===== src/rtl/cal_pkg.sv =====
package cal_pkg;
  localparam int NUM_FIELDS = 7;
  localparam int FW         = 8;
  localparam int F_SEC  = 0;
  localparam int F_MIN  = 1;
  localparam int F_HOUR = 2;
  localparam int F_DAY  = 3;
  localparam int F_MON  = 4;
  localparam int F_YEAR = 5;
  localparam int F_WDAY = 6;

  localparam int CB_RUN  = 0;
  localparam int CB_H12  = 3;
  localparam int CB_SNAP = 6;
  localparam int CB_SHRD = 7;
  localparam logic [FW-1:0] CTRL_MASK = 8'hC9;
  localparam int SB_RUN = 1;

  typedef logic [NUM_FIELDS-1:0][FW-1:0] cal_time_t;

  localparam cal_time_t TIME_RST = '{8'h00, 8'h00, 8'h01, 8'h01, 8'h00, 8'h00, 8'h00};

  function automatic logic [FW-1:0] bcd_inc(input logic [FW-1:0] v);
    if (v[3:0] >= 4'd9) bcd_inc = {v[7:4] + 4'd1, 4'd0};
    else                bcd_inc = {v[7:4], v[3:0] + 4'd1};
  endfunction

  function automatic logic leap_bcd(input logic [FW-1:0] y);
    if (y[4]) leap_bcd = (y[3:0] == 4'd2) || (y[3:0] == 4'd6);
    else      leap_bcd = (y[3:0] == 4'd0) || (y[3:0] == 4'd4) || (y[3:0] == 4'd8);
  endfunction

  function automatic logic [FW-1:0] month_last(input logic [FW-1:0] mo, input logic [FW-1:0] y);
    case (mo)
      8'h02:                      month_last = leap_bcd(y) ? 8'h29 : 8'h28;
      8'h04, 8'h06, 8'h09, 8'h11: month_last = 8'h30;
      default:                    month_last = 8'h31;
    endcase
  endfunction
endpackage


===== src/rtl/cal_time_core.sv =====
module cal_time_core
  import cal_pkg::*;
(
  input  logic                  clk,
  input  logic                  rst_n,
  input  logic                  tick_i,
  input  logic                  run_i,
  input  logic [NUM_FIELDS-1:0] ld_en_i,
  input  logic [FW-1:0]         ld_data_i,
  output cal_time_t             live_o
);
  cal_time_t cur_q, nxt;
  logic adv, c_min, c_hour, c_day, c_mon, c_year, upd_en;

  always_comb begin
    nxt    = cur_q;
    adv    = tick_i & run_i;
    c_min  = adv    && (cur_q[F_SEC]  >= 8'h59);
    c_hour = c_min  && (cur_q[F_MIN]  >= 8'h59);
    c_day  = c_hour && (cur_q[F_HOUR] >= 8'h23);
    c_mon  = c_day  && (cur_q[F_DAY]  >= month_last(cur_q[F_MON], cur_q[F_YEAR]));
    c_year = c_mon  && (cur_q[F_MON]  >= 8'h12);
    if (adv) begin
      nxt[F_SEC] = c_min ? 8'h00 : bcd_inc(cur_q[F_SEC]);
      if (c_min)  nxt[F_MIN]  = c_hour ? 8'h00 : bcd_inc(cur_q[F_MIN]);
      if (c_hour) nxt[F_HOUR] = c_day  ? 8'h00 : bcd_inc(cur_q[F_HOUR]);
      if (c_day) begin
        nxt[F_DAY]  = c_mon ? 8'h01 : bcd_inc(cur_q[F_DAY]);
        nxt[F_WDAY] = (cur_q[F_WDAY] >= 8'h06) ? 8'h00 : bcd_inc(cur_q[F_WDAY]);
      end
      if (c_mon)  nxt[F_MON]  = c_year ? 8'h01 : bcd_inc(cur_q[F_MON]);
      if (c_year) nxt[F_YEAR] = (cur_q[F_YEAR] >= 8'h99) ? 8'h00 : bcd_inc(cur_q[F_YEAR]);
    end else if (!run_i) begin
      for (int i = 0; i < NUM_FIELDS; i++)
        if (ld_en_i[i]) nxt[i] = ld_data_i;
    end
    upd_en = adv | ((|ld_en_i) & ~run_i);
  end

  always_ff @(posedge clk or negedge rst_n) begin
    if (!rst_n)      cur_q <= TIME_RST;
    else if (upd_en) cur_q <= nxt;
  end

  assign live_o = cur_q;

  p_frozen_r3: assert property (@(posedge clk) disable iff (!rst_n)
    (!run_i && ld_en_i == '0) |=> $stable(cur_q));
  p_run_ignores_load_r6: assert property (@(posedge clk) disable iff (!rst_n)
    (run_i && !tick_i) |=> $stable(cur_q));
  p_sec_roll_r4: assert property (@(posedge clk) disable iff (!rst_n)
    (tick_i && run_i && cur_q[F_SEC] == 8'h59) |=> (cur_q[F_SEC] == 8'h00));
  p_hour_roll_r10: assert property (@(posedge clk) disable iff (!rst_n)
    (tick_i && run_i && cur_q[F_HOUR] == 8'h23 && cur_q[F_MIN] == 8'h59 && cur_q[F_SEC] == 8'h59)
    |=> (cur_q[F_HOUR] == 8'h00));
  p_new_year_r5: assert property (@(posedge clk) disable iff (!rst_n)
    (tick_i && run_i && cur_q[F_MON] == 8'h12 && cur_q[F_DAY] == 8'h31 &&
     cur_q[F_HOUR] == 8'h23 && cur_q[F_MIN] == 8'h59 && cur_q[F_SEC] == 8'h59)
    |=> (cur_q[F_MON] == 8'h01 && cur_q[F_DAY] == 8'h01));
endmodule


===== src/rtl/cal_snapshot.sv =====
module cal_snapshot
  import cal_pkg::*;
(
  input  logic      clk,
  input  logic      rst_n,
  input  logic      snap_i,
  input  cal_time_t live_i,
  output cal_time_t shadow_o
);
  cal_time_t shd_q;

  always_ff @(posedge clk or negedge rst_n) begin
    if (!rst_n)      shd_q <= TIME_RST;
    else if (snap_i) shd_q <= live_i;
  end

  assign shadow_o = shd_q;

  p_capture_r7: assert property (@(posedge clk) disable iff (!rst_n)
    snap_i |=> (shd_q == $past(live_i)));
  p_hold_r7: assert property (@(posedge clk) disable iff (!rst_n)
    !snap_i |=> $stable(shd_q));
endmodule


===== src/rtl/cal_regs.sv =====
module cal_regs
  import cal_pkg::*;
#(
  parameter int ADDR_W    = 4,
  parameter int CTRL_ADDR = 8,
  parameter int STAT_ADDR = 9
) (
  input  logic                  clk,
  input  logic                  rst_n,
  input  logic [ADDR_W-1:0]     addr_i,
  input  logic                  we_i,
  input  logic [FW-1:0]         wdata_i,
  input  cal_time_t             live_i,
  input  cal_time_t             shadow_i,
  output logic                  run_o,
  output logic                  snap_o,
  output logic [NUM_FIELDS-1:0] ld_en_o,
  output logic [FW-1:0]         rdata_o
);
  logic [FW-1:0] ctrl_q, ctrl_nxt;
  logic          ctrl_wr, is_time;
  cal_time_t     src;

  always_comb begin
    ctrl_wr  = we_i && (addr_i == ADDR_W'(CTRL_ADDR));
    ctrl_nxt = wdata_i & CTRL_MASK;
    snap_o   = ctrl_wr && wdata_i[CB_SNAP] && !ctrl_q[CB_SNAP];
  end

  for (genvar g = 0; g < NUM_FIELDS; g++) begin : g_ld
    assign ld_en_o[g] = we_i && (addr_i == ADDR_W'(g));
  end

  always_ff @(posedge clk or negedge rst_n) begin
    if (!rst_n)       ctrl_q <= '0;
    else if (ctrl_wr) ctrl_q <= ctrl_nxt;
  end

  assign run_o = ctrl_q[CB_RUN];

  always_comb begin
    src     = ctrl_q[CB_SHRD] ? shadow_i : live_i;
    is_time = (addr_i < ADDR_W'(NUM_FIELDS));
    rdata_o = '0;
    if (is_time)                           rdata_o = src[addr_i[$clog2(NUM_FIELDS)-1:0]];
    else if (addr_i == ADDR_W'(CTRL_ADDR)) rdata_o = ctrl_q;
    else if (addr_i == ADDR_W'(STAT_ADDR)) rdata_o[SB_RUN] = ctrl_q[CB_RUN];
  end

  p_ctrl_write_r9: assert property (@(posedge clk) disable iff (!rst_n)
    ctrl_wr |=> (ctrl_q == ($past(wdata_i) & CTRL_MASK)));
  p_ctrl_hold_r9: assert property (@(posedge clk) disable iff (!rst_n)
    !ctrl_wr |=> $stable(ctrl_q));
  p_no_resnap_r7: assert property (@(posedge clk) disable iff (!rst_n)
    ctrl_q[CB_SNAP] |-> !snap_o);
endmodule


===== src/rtl/bcd_calendar_rtc.sv =====
module bcd_calendar_rtc
  import cal_pkg::*;
#(
  parameter int ADDR_W    = 4,
  parameter int CTRL_ADDR = 8,
  parameter int STAT_ADDR = 9
) (
  input  logic              clk,
  input  logic              rst_n,
  input  logic              tick_1hz,
  input  logic [ADDR_W-1:0] reg_addr,
  input  logic              reg_we,
  input  logic [7:0]        reg_wdata,
  output logic [7:0]        reg_rdata
);
  logic [1:0]            rst_sync_q;
  logic                  rst_int_n;
  logic                  run, snap;
  logic [NUM_FIELDS-1:0] ld_en;
  cal_time_t             live, shadow;

  always_ff @(posedge clk or negedge rst_n) begin
    if (!rst_n) rst_sync_q <= 2'b00;
    else        rst_sync_q <= {rst_sync_q[0], 1'b1};
  end
  assign rst_int_n = rst_sync_q[1];

  cal_regs #(.ADDR_W(ADDR_W), .CTRL_ADDR(CTRL_ADDR), .STAT_ADDR(STAT_ADDR)) u_regs (
    .clk(clk), .rst_n(rst_int_n), .addr_i(reg_addr), .we_i(reg_we), .wdata_i(reg_wdata),
    .live_i(live), .shadow_i(shadow), .run_o(run), .snap_o(snap), .ld_en_o(ld_en),
    .rdata_o(reg_rdata));

  cal_time_core u_core (
    .clk(clk), .rst_n(rst_int_n), .tick_i(tick_1hz), .run_i(run), .ld_en_i(ld_en),
    .ld_data_i(reg_wdata), .live_o(live));

  cal_snapshot u_snap (
    .clk(clk), .rst_n(rst_int_n), .snap_i(snap), .live_i(live), .shadow_o(shadow));
endmodule


===== config.mk =====
export PLATFORM = sky130hd
export DESIGN_NAME = bcd_calendar_rtc
export DESIGN_NICKNAME = d
export VERILOG_FILES = /design/src/rtl/cal_pkg.sv /design/src/rtl/cal_time_core.sv /design/src/rtl/cal_snapshot.sv /design/src/rtl/cal_regs.sv /design/src/rtl/bcd_calendar_rtc.sv
export SDC_FILE = /design/constraint.sdc
export NUM_CORES = 1
export LEC_CHECK = 0
export CAP_MARGIN = 40
export CORE_MARGIN = 1.5
export CORE_UTILIZATION = 31
export DETAILED_ROUTE_END_ITERATION = 8
export DONT_BUFFER_PORTS = 1
export GPL_TIMING_DRIVEN = 0
export PLACE_DENSITY_LB_ADDON = 0.15
export SLEW_MARGIN = 20
export SYNTH_ARGS = -nofsm -noshare
export SYNTH_HDL_FRONTEND = slang
export SYNTH_SLANG_ARGS = --single-unit

===== constraint.sdc =====
create_clock -name clk -period 4.5 [get_ports clk]
set_clock_uncertainty 0.05 [all_clocks]
set_input_delay 1.125 -clock clk [delete_from_list [all_inputs] [get_ports clk]]
set_output_delay 1.125 -clock clk [all_outputs]
set_load 0.02 [all_outputs]

==> results by stage, run 1 <==
Floorplanning:
- The die is ~160 um tall.
- The die covers 24500 sq um.
- The number of ports placed on the die boundary is 24.
- The placeable core region is roughly 23000 sq um.
- The floorplan has 55 rows.
- The x dimension of the die is ~160 um.
- The initial core utilization is a little under a third.

Global routing:
- After global routing the overflow that remains totals 0.
- The via count of the first global-routing pass is a little under 6000.
- The total routing resource utilization after global routing is 20.6%.
- The pin count of the biggest net entering global routing is between 40 and 50.
- The number of antenna violations at the first check in global routing is 0.
- The wire length of the first global-routing pass is around 37000 um.

Critical path:
- STA puts the critical path data arrival time at 3290 ps.
- The number of cells traversed by the worst register-to-register path is 12.
- The kind of end point of the critical path is an output pin.
- The critical-path maximum fanout is 10.
- The slack of the worst reg-to-reg path is about 860 ps.
- The worst setup path is of the primary input to output pin kind.
- The data required time of the worst path is approximately 3300 ps.
- The reg-to-reg startpoint is u_core.live_o[40]$_DFFE_PN0P_.
- The worst setup path is launched from a primary input.
- The endpoint identified for the worst register-to-register timing path is u_core.live_o[46]$_DFFE_PN0P_.

Cells and area:
- The combined flip-flop and latch cell area is 2960 sq um.
- The filler cells instantiated in the layout total 2322.
- The count of cells in the finished layout, fillers not included, comes to 1063.
- The post-layout utilization of the core is 36.7%.
- The post-layout net count is 796.
- Summing all multi-input logic gate instances after layout gives 4030 sq um.
- The share of final-layout standard cells stronger than drive strength 1 is 17.6%.
- The number of antenna diodes in the final layout is 0.
- The area growth from synthesis to layout is 14.8%.

Timing:
- Setup violations remaining at the end of the flow were counted as 0.
- The final hold slack is 234 ps.
- The max-slew violation total from the final report is 0.
- For the finished layout, the period the worst path requires is 4460 ps.
- The tightest slew margin relative to the limit is 42.6%.
- The minimum setup slack in the final design is 38.6 ps.
- The final cycle utilization of the critical path is 99.1%.
- The final hold violation count is 0.
- Setup repair after global routing left no endpoint under its margin.
- Based on the critical path, the design can be clocked at up to ~0.22 GHz.
- At the pin with the least slew margin, the transition time is ~860 ps.

Synthesis:
- Summing the sequential cell areas from Yosys gives 40.5% of the chip area.
- The number of unique standard cell types used by synthesis is 76.
- For this run, asynchronously set or reset flops after synthesis account for 100%.
- The Yosys warning count is 0.
- The mapped netlist covers 7300 sq um.
- Dividing the synthesized area by the synthesized cell count gives 10.2 sq um.
- The leading area contributor after synthesis is sky130_fd_sc_hd__dfrtp_1.
- The post-synthesis sequential element count is about 120.
- The most frequent cell after synthesis is sky130_fd_sc_hd__dfrtp_1.
- Ranked by instance count, the synthesized netlist is headed by sky130_fd_sc_hd__dfrtp_1, sky130_fd_sc_hd__o21ai_0, sky130_fd_sc_hd__nand2_1, sky130_fd_sc_hd__ha_1, sky130_fd_sc_hd__inv_1.
- The share of the synthesized area in the top cell type is 39.1%.
- The most common flop cell mapped by yosys is sky130_fd_sc_hd__dfrtp_1.
- The net count after synthesis is 774.
- Yosys attributes the largest share of cell area to sky130_fd_sc_hd__dfrtp_1, sky130_fd_sc_hd__ha_1, sky130_fd_sc_hd__mux4_2.
- In the synthesized netlist, the number of instances is 715.
- The number of enable-type register cells in the synthesized netlist is 0.

Routing:
- The post-route antenna net violation count is 0.
- The pre-antenna-repair detailed-routing pass consisted of 5 iterations.
- The DRC violation count after routing is 0.
- Across all layers, the routed design uses 5854 vias.
- The initial detailed-routing violation count is 530.
- The average vias per placed instance is 5.51.
- For this block, the routed nets add up to 23800 um of wire.
- After detailed routing, the average wire length per cell comes to 22.4 um.

Place:
- In this run, placement finished with an instance count of 1031.
- Prior to clock tree synthesis, the placed netlist has a worst setup slack of 61.9 ps.
- The sum of net half-perimeters after detailed placement is ~18000 um.
- The final weighted congestion in routability-driven placement is 0.882.
- Buffers placed on the I/O ports in this run total 0.

Clocking:
- In this run, CTS created clock tree buffers numbering 17.
- The clock input transition at the sequential cells of the worst setup and hold paths is 60 ps.
- TritonCTS built the clock tree.
- The root buffer cell chosen for the clock tree is sky130_fd_sc_hd__clkbuf_16.
- The later pin in the worst-skew pair is clocked with a latency of 420 ps.
- The clock net sink count is 118.
- The hold buffer count at CTS is 0.
- The longest clock path from root to sink contains 2 buffers.
- The count of H-tree levels built during CTS is 4.
- The count of cells resized by post-cts repair is 0.
- Post-CTS timing repair inserted 0 buffers for setup.

Pwr:
- The worst IR drop on VDD is 191 uV.
- The part of the power in registers is 37.1%.
- The completed layout was analyzed and its total power is 5.35 mW.
- Combinational logic is responsible for a little over a third of the overall power.
- The switching power summed over all nets is 2.12 mW.
- Of the total power, the share spent switching nets is between 30% and 40%.
- Summed over all cells, the static leakage comes to 3.58 nW.
- The internal power of the cells totals 3.22 mW.
- The relative contribution of the clock network to total power is 27.5%.
- The cell area power density is about 640 nW/um^2.

Run status:
- The flow ran to the end, and the final reports show no timing, DRC or antenna violations.

Worst hold path:
- The worst hold path belongs to the class flip-flop to async pin.

Run:
- The count of max-cap constraint violations is 0.
worst max-delay path by stage:
stage	start	endpoint	cells past startpoint
2_1_floorplan	reg_addr[1]	reg_rdata[2]	5
3_3_place_gp	rst_sync_q[1]$_DFF_PN0_	u_core.live_o[46]$_DFFE_PN0P_	0
3_5_place_dp	reg_addr[1]	reg_rdata[0]	7
4_1_cts	reg_addr[1]	reg_rdata[0]	7
5_1_grt	reg_addr[1]	reg_rdata[4]	6
6_report	reg_addr[1]	reg_rdata[2]	5
through the flow:
step / TNS, ps / area [sq um]
2_1_floorplan: 0 / 7300
3_3_place_gp: -86470 / 7690
3_5_place_dp: 0 / 7750
4_1_cts: 0 / 8380
5_1_grt: 0 / 8380
6_report: 0 / 8380
registers in the layout (all words and copies together), names as in the netlist:
| name | flops |
|---|---|
| u_snap.shadow_o | 56 |
| u_regs.ctrl_q | 4 |
| u_core.live_o | 56 |
| rst_sync_q | 2 |
routing by layer:
metal	vias to the layer above	part of all wire (%)	GRT usage, %
li1	2681	-	-
met1	2962	47	29.0
met2	173	44	30.6
met3	38	5.8	3.85
met4	0	3.4	9.30
met5	-	0	0
layout make-up:
| cell class | instances | area share [%] |
|---|---|---|
| Tap cell | 313 | 4.67 |
| Multi-Input combinational cell | 520 | 48.0 |
| Clock buffer | 23 | 5.70 |
| Clock inverter | 9 | 1.76 |
| Buffer | 36 | 1.94 |
| Timing Repair Buffer | 3 | 0.702 |
| Sequential cell | 118 | 35.3 |
| Inverter | 41 | 1.84 |
logic make-up after synthesis:
group / Yosys count / synth area share, %
compound gates: 216 / 19.6
fa+ha+maj: 43 / 7.37
buf+inv: 77 / 4.32
flops: 118 / 40.5
mux: 79 / 15.3
other cells: 1 / 0.0514
simple gates: 181 / 12.8
power by group through the flow:
| stage | Sequential, mW | Combinational, mW | Clock, mW |
|---|---|---|---|
| floorplan | 1.80 | 1.39 | 0 |
| global placement | 1.99 | 1.80 | 0 |
| detailed placement | 2.00 | 1.86 | 0 |
| CTS | 1.98 | 1.88 | 1.50 |
| global route | 2.05 | 2.10 | 1.54 |
| finish | 1.98 | 1.89 | 1.47 |
cell usage in the layout (no fill, tap or decap), types with 3 or more instances in the layout:
cell | netlist | layout
sky130_fd_sc_hd__nor3_1 | 5 | 5
sky130_fd_sc_hd__o22ai_1 | 11 | 11
sky130_fd_sc_hd__clkinv_2 | 0 | 4
sky130_fd_sc_hd__a211oi_1 | 4 | 4
sky130_fd_sc_hd__o31a_1 | 5 | 5
sky130_fd_sc_hd__o21a_1 | 9 | 9
sky130_fd_sc_hd__ha_1 | 43 | 43
sky130_fd_sc_hd__mux2_2 | 32 | 32
sky130_fd_sc_hd__a21oi_1 | 27 | 27
sky130_fd_sc_hd__dfrtp_1 | 114 | 113
sky130_fd_sc_hd__and2_1 | 7 | 7
sky130_fd_sc_hd__clkbuf_16 | 0 | 17
sky130_fd_sc_hd__and3_1 | 4 | 4
sky130_fd_sc_hd__clkbuf_8 | 0 | 3
sky130_fd_sc_hd__nand3b_1 | 4 | 4
sky130_fd_sc_hd__and2_0 | 4 | 4
sky130_fd_sc_hd__buf_2 | 14 | 14
sky130_fd_sc_hd__mux2_1 | 6 | 6
sky130_fd_sc_hd__nand2b_1 | 8 | 8
sky130_fd_sc_hd__a22o_1 | 11 | 11
sky130_fd_sc_hd__mux4_2 | 22 | 22
sky130_fd_sc_hd__mux2i_1 | 19 | 19
sky130_fd_sc_hd__dfstp_2 | 4 | 4
sky130_fd_sc_hd__o211ai_2 | 3 | 3
sky130_fd_sc_hd__nor2b_1 | 6 | 6
sky130_fd_sc_hd__nor2_1 | 27 | 27
sky130_fd_sc_hd__nand3_1 | 21 | 21
sky130_fd_sc_hd__bufinv_16 | 0 | 4
sky130_fd_sc_hd__a31oi_1 | 11 | 11
sky130_fd_sc_hd__o31ai_1 | 11 | 11
sky130_fd_sc_hd__o211ai_1 | 11 | 11
sky130_fd_sc_hd__inv_1 | 41 | 41
sky130_fd_sc_hd__o21ai_0 | 81 | 81
sky130_fd_sc_hd__o21ai_1 | 6 | 6
sky130_fd_sc_hd__nand2_1 | 72 | 72
sky130_fd_sc_hd__clkbuf_1 | 17 | 19
critical path, stage by stage:
cell and delay, ps:
sky130_fd_sc_hd__buf_2 230, sky130_fd_sc_hd__clkbuf_1 690, sky130_fd_sc_hd__mux4_2 460, sky130_fd_sc_hd__mux4_2 520
sky130_fd_sc_hd__and2_1 250
(Power assumes the default switching activity.)
==> run 2: changes to the inputs <==
Settings changed: CELL_PAD_IN_SITES_DETAIL_PLACEMENT set to 1, CELL_PAD_IN_SITES_GLOBAL_PLACEMENT set to 1.
==> run 2 against run 1 <==
  * Worst hold slack got worse by 65 ps
  * Critical path type unchanged
  * Critical path depth up 3
  * Global-route usage increased by 1.6 points
  * Combinational power is 3% higher
  * Utilization rose by 0.17 points
  * Via count increased by 0.55%
==> results by stage, run 2 (same netlist as run 1, synthesis figures left out) <==
Timing:
- The minimum clock period after layout is 4320 ps (-141 ps).
- The final cycle utilization of the critical path was 96.0% (-3.1 points).
- The number of failing setup endpoints in the final timing report is 0 (unchanged).
- The tightest slew margin relative to the limit came to 53.5% (+11 points).
- The actual slew at the worst max-slew pin came to 697 ps (-165 ps).
- The post-route setup TNS was 0 ps (unchanged).
- The max-slew violation total from the final report is 0 (unchanged).
- The highest clock rate is 0.231 GHz (+3.3%).
- The final hold violation count is 0 (unchanged).
- Setup repair after global routing left no endpoint under its margin.

Clocking:
- The number of buffers between clock root and the deepest sink is 2 (unchanged).
- The hold buffer count at CTS is 0 (unchanged).
- The clock input transition at the sequential cells of the worst setup and hold paths is 60 ps (about the same).
- The TritonCTS buffer count is 17 (unchanged).
- TritonCTS built the clock tree.
- The count of H-tree levels built during CTS came to 4 (unchanged).
- In this run the clock root is driven by a sky130_fd_sc_hd__clkbuf_16.
- The worst-skew pair later-pin latency is 420 ps (about the same).
- The clock net sink count was 118 (unchanged).

Routing:
- The met2 layer wire length in the routed design was 11700 um (+13%).
- The met1 routed wirelength after detailed routing is 12100 um (+7.1%).
- The DRC violation count after routing is 0 (unchanged).
- The total length of routed met3 wires is 1290 um (-6.6%).
- The post-detailed-routing wire length is 25700 um (+7.7%).
- The via total after detailed routing is 5886 (+0.55%).
- The highest layer used for signal routing is met5.
- The initial detailed-routing violation count is 329 (-38%).
- The total iterations of the first detailed-routing run was 4 (-1).
- The average vias per placed instance was 5.54 (+0.55%).
- The average wire per standard cell is 24.2 um (+7.7%).
- The post-route antenna net violation count is 0 (unchanged).

Run status:
- The run finished with clean final reports.

Critical path:
- The number of logic stages on the critical path including buffering is 8 (+3).
- The start point of the critical path is reg_addr[1].
- The worst setup path is launched from a primary input.
- The number of buffers and inverters on the critical path came to 2 (unchanged).
- The master of the slowest instance on the critical path is sky130_fd_sc_hd__buf_2.
- The slack of the worst reg-to-reg path is 860 ps (about the same).
- The data required time of the worst path is 3320 ps (about the same).
- The critical-path maximum fanout is 10 (unchanged).
- Walking the worst path, the cells encountered are buf_2 -> buf_2 -> mux2i_1 -> o2bb2ai_1 -> mux2i_1 -> o22ai_1 -> a31oi_1 -> o21ai_1.
- The critical path's largest stage delay is 420 ps (-270 ps).
- The worst register-to-register path begins at u_core.live_o[40]$_DFFE_PN0P_.
- STA classifies the critical path endpoint as an output pin.
- The critical path is of the primary input to output pin type.
- In this run the worst setup path terminates at reg_rdata[1].
- In this run the critical register-to-register path is captured at u_core.live_o[26]$_DFFE_PN0P_.
- The number of cells traversed by the worst register-to-register path is 12 (unchanged).
- On the critical path the largest part of the delay comes from multiplexers.
- The arrival time reported for the critical path endpoint is 3150 ps (-140 ps).

Floorplanning:
- The full die area is 24500 sq um (unchanged).
- The placeable core region is 22800 sq um (unchanged).
- The initial core utilization is 31.9% (unchanged).
- The die extent in y is 156 um (unchanged).
- The number of ports placed on the die boundary came to 24 (unchanged).
- The number of core rows is 55 (unchanged).
- The x dimension of the die is 156 um (unchanged).

Pwr:
- The part of the power in registers was 36.2% (-0.9 points).
- The combinational share of power was 35.4% (about the same).
- The cell area power density is 653 nW/um^2 (+2.4%).
- The switching power share of the total is 39.7% (about the same).
- The relative contribution of the clock network to total power is 28.4% (+0.9 points).
- The switching power summed over all nets is 2.19 mW (+3.0%).
- The worst IR drop on VDD is 259 uV (+36%).
- The final total power is 5.50 mW (+2.9%).
- The internal power is 3.31 mW (+2.8%).
- The leakage component of the power is 3.60 nW (+0.41%).

Cells and area:
- Leaving out fill and tap cells, the most frequent cells in the layout are sky130_fd_sc_hd__dfrtp_1, sky130_fd_sc_hd__o21ai_0, sky130_fd_sc_hd__nand2_1, sky130_fd_sc_hd__ha_1, sky130_fd_sc_hd__inv_1.
- The final antenna diode count is 0 (unchanged).
- The post-layout net count is 796 (unchanged).
- The area added between synthesis and finish is 15.3%.
- The share of final-layout standard cells stronger than drive strength 1 is 17.5% (-0.13 points).
- The fill cell instance count of the final layout is 2591 (+12%).
- The post-layout utilization of the core is 36.8% (+0.17 points).
- The commonest non-fill, non-tap cell in the layout is sky130_fd_sc_hd__dfrtp_1.

Global routing:
- The wire length of the first global-routing pass is 39600 um (+8.3%).
- The via count of the first global-routing pass is 6223 (+7.1%).
- The total routing resource utilization after global routing is 22.2% (+1.6 points).
- The number of antenna violations at the first check in global routing was 1 (+1).
- The overflow left after global routing was 0 (unchanged).
- The pin count of the biggest net entering global routing is 54 (+13%).

Place:
- The number of buffers inserted by port buffering is 0 (unchanged).
- The final weighted congestion in routability-driven placement is 0.827 (-6.2%).
- The sum of net half-perimeters after detailed placement came to 19400 um (+8.2%).

Worst hold path:
- The kind of path behind the tightest hold check is flip-flop to async pin.

Run:
- The count of max-cap constraint violations is 0 (unchanged).
run 2: cell count changes in the layout (fill, tap and decap cells not counted), sizes merged:
cell,change
bufinv,+2
clkinv,-2
run 2: worst min path at each step:
stage                            start                              end  depth (start not counted)
2_1_floorplan  rst_sync_q[0]$_DFF_PN0_          rst_sync_q[1]$_DFF_PN0_                          0
4_1_cts        rst_sync_q[1]$_DFF_PN0_  u_snap.shadow_o[25]$_DFFE_PN0P_                          0
3_3_place_gp   rst_sync_q[0]$_DFF_PN0_          rst_sync_q[1]$_DFF_PN0_                          0
3_5_place_dp   rst_sync_q[1]$_DFF_PN0_  u_snap.shadow_o[25]$_DFFE_PN0P_                          0
6_report       rst_sync_q[1]$_DFF_PN0_  u_snap.shadow_o[25]$_DFFE_PN0P_                          0
5_1_grt        rst_sync_q[1]$_DFF_PN0_  u_snap.shadow_o[25]$_DFFE_PN0P_                          0
run 2: worst register-to-register path: cells and delay by family (launching register included):
kind / cells / cell delay [ps]
AND/OR/NAND/NOR: 3 / 480
buffers and inverters: 1 / 190
multiplexers: 1 / 280
adder cells (fa/ha/maj): 2 / 410
flip-flops: 1 / 450
AO/OA/AOI/OAI: 5 / 1710
run 2: timing repair:
| action | CTS | global route |
|---|---|---|
| pin swaps | 0 | 0 |
| buffers inserted | 0 | 0 |
| endpoints found under the setup margin | 1 | 4 |
| gates resized for setup | 1 | 3 |
| hold endpoints to repair | 0 | 0 |
| gates cloned | 0 | 0 |
run 2: power groups by stage:
| stage | registers, mW | logic (mW) | clock network [mW] |
|---|---|---|---|
| finish | 1.99 | 1.95 | 1.56 |
| global route | 2.05 | 2.17 | 1.63 |
| CTS | 1.99 | 1.94 | 1.58 |
| detailed placement | 2.00 | 1.93 | 0 |
| global placement | 2.00 | 1.83 | 0 |
| floorplan | 1.80 | 1.39 | 0 |
run 2: through the flow:
step	instances	hold slack [ps]	setup slack (ps)	area, sq um
after floorplan	715	281	606	7300
after global placement	1028	286	-839	7690
after detailed placement	1031	180	-33.1	7760
after CTS	1063	186	40.7	8420
after global routing	1063	202	98.3	8420
final	1063	168	180	8420
run 2: layer usage:
metal | track usage, % | vias to the layer above
li1 | - | 2675
met1 | 30.7 | 3064
met2 | 34.4 | 111
met3 | 4.49 | 34
met4 | 7.85 | 2
met5 | 0 | -
run 2: area by class of cell:
| type | count | area, sq um | share of cell area [%] |
|---|---|---|---|
| Clock buffer | 23 | 458 | 5.44 |
| Timing Repair Buffer | 3 | 66.3 | 0.788 |
| Multi-Input combinational cell | 520 | 4030 | 47.8 |
| Buffer | 36 | 164 | 1.95 |
| Inverter | 41 | 154 | 1.83 |
| Tap cell | 313 | 392 | 4.65 |
| Sequential cell | 118 | 2960 | 35.2 |
| Clock inverter | 9 | 198 | 2.35 |
